$ cat src/rtl/bcd_alarm_pkg.sv
`timescale 1ns/1ps
package bcd_alarm_pkg;

    localparam int unsigned NUM_FIELDS = 4;
    localparam int unsigned SLOT_SEC    = 0;
    localparam int unsigned SLOT_MIN    = 1;
    localparam int unsigned SLOT_HOUR   = 2;
    localparam int unsigned SLOT_DATE   = 3;
    localparam int unsigned SLOT_STATUS = 4;

    localparam logic [7:0] KEEP_WIDE   = 8'h7F;
    localparam logic [7:0] KEEP_NARROW = 8'h3F;

    typedef struct packed {
        logic [7:0] mday;
        logic [7:0] hrs;
        logic [7:0] mins;
        logic [7:0] sec;
    } time_fields_t;

    typedef enum logic [2:0] {
        RPT_MONTHLY,
        RPT_DAILY,
        RPT_HOURLY,
        RPT_MINUTE,
        RPT_SECOND
    } repeat_e;

    function automatic logic [7:0] field_keep(input int unsigned idx);
        return (idx >= SLOT_HOUR) ? KEEP_NARROW : KEEP_WIDE;
    endfunction

    function automatic logic [7:0] field_lo(input int unsigned idx);
        return (idx == SLOT_DATE) ? 8'd1 : 8'd0;
    endfunction

    function automatic logic [7:0] field_hi(input int unsigned idx);
        case (idx)
            SLOT_HOUR: return 8'd23;
            SLOT_DATE: return 8'd31;
            default:   return 8'd59;
        endcase
    endfunction

    function automatic logic [7:0] bcd_value(input logic [7:0] v);
        logic [7:0] tens;
        tens = {4'd0, v[7:4]};
        return (tens * 8'd10) + {4'd0, v[3:0]};
    endfunction

    function automatic logic bcd_in_range(input logic [7:0] v,
                                          input logic [7:0] lo,
                                          input logic [7:0] hi);
        logic [7:0] dec;
        dec = bcd_value(v);
        return (v[3:0] <= 4'd9) && (dec >= lo) && (dec <= hi);
    endfunction

endpackage

$ cat src/rtl/alarm_regfile.sv
`timescale 1ns/1ps
module alarm_regfile
    import bcd_alarm_pkg::*;
#(
    parameter int unsigned ADDR_W = 3
) (
    input  logic              clk,
    input  logic              rst,
    input  logic              we,
    input  logic [ADDR_W-1:0] addr,
    input  logic [7:0]        wdata,
    output time_fields_t      fields
);

    logic [7:0] field_q [NUM_FIELDS];

    for (genvar i = 0; i < NUM_FIELDS; i++) begin : g_field
        localparam logic [7:0] KEEP = field_keep(i);
        localparam logic [7:0] LO   = field_lo(i);
        localparam logic [7:0] HI   = field_hi(i);

        logic hit;
        logic ok;

        assign hit = we && (addr == ADDR_W'(i));
        assign ok  = bcd_in_range(wdata & KEEP, LO, HI);

        always_ff @(posedge clk) begin
            if (rst) begin
                field_q[i] <= 8'h00;
            end else if (hit && ok) begin
                field_q[i] <= wdata;
            end
        end
    end

    assign fields.sec  = field_q[SLOT_SEC];
    assign fields.mins = field_q[SLOT_MIN];
    assign fields.hrs  = field_q[SLOT_HOUR];
    assign fields.mday = field_q[SLOT_DATE];

endmodule

$ cat src/rtl/alarm_match.sv
`timescale 1ns/1ps
module alarm_match
    import bcd_alarm_pkg::*;
(
    input  time_fields_t alarm_set,
    input  time_fields_t now,
    output logic         match
);

    repeat_e    rate;
    logic [3:0] masks;
    logic       eq_sec, eq_min, eq_hour, eq_date;

    assign masks = {alarm_set.mday[7], alarm_set.hrs[7],
                    alarm_set.mins[7], alarm_set.sec[7]};

    always_comb begin
        case (masks)
            4'b0000: rate = RPT_MONTHLY;
            4'b1000: rate = RPT_DAILY;
            4'b1100: rate = RPT_HOURLY;
            4'b1110: rate = RPT_MINUTE;
            default: rate = RPT_SECOND;
        endcase
    end

    assign eq_sec  = (alarm_set.sec  & KEEP_WIDE)   == (now.sec  & KEEP_WIDE);
    assign eq_min  = (alarm_set.mins & KEEP_WIDE)   == (now.mins & KEEP_WIDE);
    assign eq_hour = (alarm_set.hrs  & KEEP_NARROW) == (now.hrs  & KEEP_NARROW);
    assign eq_date = (alarm_set.mday & KEEP_NARROW) == (now.mday & KEEP_NARROW);

    always_comb begin
        case (rate)
            RPT_MONTHLY: match = eq_date && eq_hour && eq_min && eq_sec;
            RPT_DAILY:   match = eq_hour && eq_min && eq_sec;
            RPT_HOURLY:  match = eq_min && eq_sec;
            RPT_MINUTE:  match = eq_sec;
            default:     match = 1'b1;
        endcase
    end

endmodule

$ cat src/rtl/alarm_irq_gen.sv
`timescale 1ns/1ps
module alarm_irq_gen #(
    parameter bit IRQ_PULSE = 1'b1
) (
    input  logic clk,
    input  logic rst,
    input  logic tick,
    input  logic match,
    input  logic rd_clear,
    output logic irq,
    output logic flag
);

    logic tick_q;
    logic hit;
    logic pulse_q;

    assign hit = tick && !tick_q && match;

    always_ff @(posedge clk) begin
        if (rst) begin
            tick_q  <= 1'b0;
            flag    <= 1'b0;
            pulse_q <= 1'b0;
        end else begin
            tick_q  <= tick;
            pulse_q <= hit;
            if (hit) begin
                flag <= 1'b1;
            end else if (rd_clear) begin
                flag <= 1'b0;
            end
        end
    end

    if (IRQ_PULSE) begin : g_pulse
        assign irq = pulse_q;
    end else begin : g_level
        assign irq = flag;
    end

endmodule

$ cat src/rtl/bcd_alarm_cmp.sv
`timescale 1ns/1ps
module bcd_alarm_cmp
    import bcd_alarm_pkg::*;
#(
    parameter int unsigned ADDR_W    = 3,
    parameter bit          IRQ_PULSE = 1'b1
) (
    input  logic              clk,
    input  logic              rst,
    input  logic              reg_we,
    input  logic              reg_re,
    input  logic [ADDR_W-1:0] reg_addr,
    input  logic [7:0]        reg_wdata,
    output logic [7:0]        reg_rdata,
    input  logic              sec_tick,
    input  logic [7:0]        now_sec,
    input  logic [7:0]        now_min,
    input  logic [7:0]        now_hour,
    input  logic [7:0]        now_date,
    output logic              irq,
    output logic              alarm_flag
);

    localparam logic [ADDR_W-1:0] STATUS_ADDR = ADDR_W'(SLOT_STATUS);

    time_fields_t alarm_regs;
    time_fields_t now_fields;
    logic         match;
    logic         rd_clear;

    assign now_fields = '{mday: now_date, hrs: now_hour, mins: now_min, sec: now_sec};
    assign rd_clear   = reg_re && (reg_addr == STATUS_ADDR);

    alarm_regfile #(.ADDR_W(ADDR_W)) u_regs (
        .clk    (clk),
        .rst    (rst),
        .we     (reg_we),
        .addr   (reg_addr),
        .wdata  (reg_wdata),
        .fields (alarm_regs)
    );

    alarm_match u_match (
        .alarm_set (alarm_regs),
        .now       (now_fields),
        .match     (match)
    );

    alarm_irq_gen #(.IRQ_PULSE(IRQ_PULSE)) u_irq (
        .clk      (clk),
        .rst      (rst),
        .tick     (sec_tick),
        .match    (match),
        .rd_clear (rd_clear),
        .irq      (irq),
        .flag     (alarm_flag)
    );

    always_comb begin
        case (reg_addr)
            ADDR_W'(SLOT_SEC):    reg_rdata = alarm_regs.sec;
            ADDR_W'(SLOT_MIN):    reg_rdata = alarm_regs.mins;
            ADDR_W'(SLOT_HOUR):   reg_rdata = alarm_regs.hrs;
            ADDR_W'(SLOT_DATE):   reg_rdata = alarm_regs.mday;
            STATUS_ADDR:          reg_rdata = {alarm_flag, 7'b0};
            default:              reg_rdata = 8'hFF;
        endcase
    end

endmodule

$ cat config.mk
export PLATFORM = sky130hd
export DESIGN_NAME = bcd_alarm_cmp
export DESIGN_NICKNAME = d
export VERILOG_FILES = /design/src/rtl/bcd_alarm_pkg.sv /design/src/rtl/alarm_regfile.sv /design/src/rtl/alarm_match.sv /design/src/rtl/alarm_irq_gen.sv /design/src/rtl/bcd_alarm_cmp.sv
export SDC_FILE = /design/constraint.sdc
export NUM_CORES = 1
export LEC_CHECK = 0
export BUFFER_PORTS_ARGS = -buffer_cell sky130_fd_sc_hd__buf_2
export CORE_ASPECT_RATIO = 0.5
export CORE_UTILIZATION = 40
export CTS_BUF_LIST = sky130_fd_sc_hd__clkbuf_4
export DETAILED_ROUTE_END_ITERATION = 8
export MAX_ROUTING_LAYER = met4
export SYNTH_ARGS = -nofsm -noshare
export SYNTH_HDL_FRONTEND = slang
export SYNTH_SLANG_ARGS = --single-unit
export TNS_END_PERCENT = 5
$ cat constraint.sdc
create_clock -name clk -period 2.9 [get_ports clk]
set_input_delay 0.145 -clock clk [delete_from_list [all_inputs] [get_ports clk]]
set_output_delay 0.145 -clock clk [all_outputs]
set_load 0.02 [all_outputs]
==> metrics.md <==
| Metric | Value |
|---|---|
| Syn Area/Cell | `10.67 um2` |
| Actual slew at the worst max-slew pin | `0.8723 ns` |
| Slew headroom | `41.63%` |
| Detailed Route WL | `6216 um` |
| Via density | `5.357` |
| Fin Hold WS | `0.03316 ns` |
| Initial DRC count | `134` |
| Share of layout cells above drive strength 1 | `28.16%` |
| Routed length per instance | `17.76 um` |
| CP max stage delay | `0.32 ns` |
| Hold Crit Depth | `2` |
| Static Leak | `0.001100 uW` |
| Warnings, synthesis | `0` |
| GRT Total Usage | `22.05%` |
| Most used cell, CP | `ha_1` |
| Endpoints failing hold | `0` |
| Hold path endpoint | `u_irq.tick_q` |
| Die Wd | `111.5 um` |
| Row cnt | `19` |
| Bufs on Longest Clock Path | `2` |
| CP max stage cell | `ha_1` |
| Sequential area share after synthesis | `42.54%` |
| Post-CTS sizing | `0` |
| Simple-gate share of the synthesized area | `23.77%` |
| Clk root buf | `clkbuf_4` |
| First-pass GRT wire length | `9949 um` |
| Remaining global-route overflow | `0` |
| Synth Area in Compound Gates | `12.93%` |
| R2r startpoint | `u_regs.field_q[1][7]` |
| Max-cap violations | `0` |
| Status | `finished with violations` |
| Largest net degree at the start of global routing | `22` |
| CTS Buf Count | `5` |
| Worst R2R Setup Slack | `1.30 ns` |
| CP startpoint kind | `input port` |
| Capturing point of the worst reg2reg path | `u_irq.flag` |
| Worst path cell trace | `buf_2 -> ha_1 -> ha_1 -> ha_1 -> nand3_1 -> o32a_1 -> or3_1 -> o41ai_1 -> buf_4 -> a21o_1` |
| DRT Pass-1 Iters | `7` |
| Peak Freq | `0.4365 GHz` |
| Crit path max fanout | `8` |
| Die height | `56.77 um` |
| Initial antenna violation count | `0` |
| Setup-failing EPs final | `0` |
| H-tree depth | `2` |
| CTS Sinks | `35` |
| Largest family of logic cells by synthesized area | `simple AND/OR/NAND/NOR gates` |
| #FFs+latches synth | `35` |
| Via count | `1,875` |
| Tmin final | `2.291 ns` |
| Failing checks | `design-rule violations` |
| Unrepaired setup endpoints after global routing | `no` |
| Final TNS setup | `0 ns` |
| Post-synth design cell area | `2400 um2` |
| GPL Wtd Cong | `0.8586` |
| Crit path capture type | `flop` |
| Ports | `58` |
| Worst Reg-to-Reg Cells | `4` |
| Critical path arrival | `2.32 ns` |
| CTS tree | `yes` |
| Die area | `6332 um2` |
| Post-route setup slack | `0.6091 ns` |
| Synthesized Nets | `281` |
| Period utilization | `79.00%` |
| Core ar. | `5634 um2` |
| DRC Markers | `5` |
| Vias in the first global route | `1,836` |
| Synth Area in Adders | `4.484%` |
| Worst Clk Skew | `0.007720 ns` |
| Final Net Count | `332` |
| Initial Utilization | `42.59%` |
| HPWL after detailed placement | `4804 um` |
| Hold Path Origin | `sec_tick` |
| DRT antenna net count | `0` |
| Filler Cells Inserted | `527` |
| WP data required | `2.93 ns` |
| Synth Instances | `225` |
| IR drop worst, VDD | `0.2168 mV` |
| Distinct cell type count of the synthesized netlist | `48` |
| Worst min path class | `input port to flop` |
| # hold bufs at CTS | `0` |
| Max-slew violation count | `0` |
| Port Buffer Count | `51` |
| Worst-path clk slew | `0.11 ns` |
| Area growth from synthesis to layout | `17.62%` |
| Post-Synth XOR/XNOR Area | `10.58%` |
| Mux cell area share after synthesis | `2.920%` |
| Worst skew pair latency | `0.34 ns` |
| Setup Fix Bufs, Post-CTS | `0` |
| Crit path kind | `input port to flop` |
| Antenna cells | `0` |
| Post-place setup slack | `0.2029 ns` |
| Pwr dens | `472.0 nW/um2` |
sequential cells by signal, indices dropped and copies added (netlist names):
| register | count |
|---|---|
| u_irq.flag | 1 |
| u_regs.field_q | 32 |
| u_irq.irq | 1 |
| u_irq.tick_q | 1 |
power by group:
part,switching (uW),internal (uW)
logic,167,116
registers,24.8,584
clock network,172,268
total,364,968
layout by cell type, fill, tap and decap left out, drive strengths merged, types with 2 or more instances in the layout:
cell type | synthesis | routed
clkbuf | 5 | 5
nand4 | 4 | 4
o2111ai | 2 | 2
nor4 | 2 | 2
nand2 | 2 | 2
a2111oi | 2 | 2
ha | 7 | 7
a21o | 3 | 3
xor2 | 8 | 8
edfxtp | 32 | 32
xnor2 | 21 | 21
o21ai | 3 | 3
nor2 | 22 | 22
bufinv | 0 | 2
nor2b | 3 | 3
inv | 6 | 6
nand3b | 2 | 2
and2 | 15 | 15
or2 | 2 | 2
nor3 | 4 | 4
dfxtp | 3 | 3
buf | 4 | 53
a211oi | 3 | 3
nand3 | 4 | 4
a21oi | 18 | 18
nand2b | 8 | 8
and4 | 16 | 16
or3 | 3 | 3
mux2i | 7 | 7
o41ai | 2 | 2
worst max-delay path: cells and delay by family:
family,cells,cell delay (ns)
fa+ha+maj,3,0.71
compound gates,3,0.69
buf+inv,2,0.33
simple gates,2,0.43
metrics by stage:
step | cells | instance area (um2) | util [%] | power (uW)
6_report | 350 | 2823 | 50.10 | 1332
5_1_grt | 350 | 2823 | 50.10 | 1403
4_1_cts | 350 | 2823 | 50.10 | 1343
3_5_place_dp | 342 | 2718 | 48.23 | 902.7
2_1_floorplan | 225 | 2400 | - | 801.0
3_3_place_gp | 342 | 2718 | 48.23 | 894.0
cells by family (layout without fill, tap and decap cells):
family | Yosys count | after routing
AND/OR/NAND/NOR | 91 | 91
adder cells (fa/ha/maj) | 8 | 8
flip-flops | 35 | 35
multiplexers | 7 | 7
AO/OA/AOI/OAI | 40 | 40
XOR/XNOR | 29 | 29
buffers and inverters | 15 | 67
cells in the mapped netlist, drive strengths merged:
cell type  number  area (um2)
a21oi          18       97.60
nand3           4       20.02
ha              7       87.58
and4           16       147.6
a211oi          3       22.52
xnor2          21       183.9
o2111ai         2       17.52
buf             4       25.02
edfxtp         32       960.9
nor2b           3       18.77
and2b           1       7.510
xor2            8       70.07
fa              1       20.02
or4             1       11.26
nor3b           1       7.510
o21a            1       7.510
o211ai          1       12.51
a21o            3       23.77
a41o            1       10.01
o32a            1       10.01
nand4           4       25.02
nor2           22       82.58
mux2i           7       70.07
nand2           2       7.510
and2           15       93.84
a2111oi         2       55.05
or2             2       12.51
o21ai           3       15.01
a21boi          1       7.510
nand2b          8       50.05
clkbuf          5       18.77
a22oi           1       7.510
nor3            4       20.02
or3             3       23.77
nand3b          2       15.01
dfxtp           3       60.06
nor4            2       12.51
inv             6       22.52
o41ai           2       17.52
nor4b           1       15.01
a31oi           1       6.260
cell type report:
type                            count  area [um2]  area share [%]
Tap cell                           73       91.34           3.236
Timing Repair Buffer               53       270.3           9.574
Inverter                            6       22.52          0.7979
Sequential cell                    35        1021           36.17
Clock inverter                      3       67.56           2.394
Clock buffer                        5       37.54           1.330
Multi-Input combinational cell    175        1313           46.50
worst max-delay path by stage:
| stage | startpoint | slack, ns | cells after the start | end |
|---|---|---|---|---|
| floorplan | reg_wdata[4] | 0.70 | 7 | u_regs.field_q[0][0] |
| global placement | reg_wdata[4] | 0.25 | 10 | u_regs.field_q[0][0] |
| detailed placement | reg_wdata[4] | 0.20 | 10 | u_regs.field_q[0][0] |
| CTS | reg_wdata[4] | 0.59 | 10 | u_regs.field_q[0][0] |
| global route | reg_wdata[4] | 0.46 | 10 | u_regs.field_q[0][7] |
| finish | reg_wdata[4] | 0.61 | 10 | u_regs.field_q[0][7] |
metal layers:
layer | GRT usage, % | part of all wire (%) | vias up
li1 | - | - | 941
met1 | 31.26 | 50 | 869
met2 | 31.16 | 42 | 58
met3 | 5.184 | 6.6 | 7
met4 | 6.178 | 0.77 | 0
met5 | - | 0 | -
No activity file was read; power rests on OpenSTA's default activity.
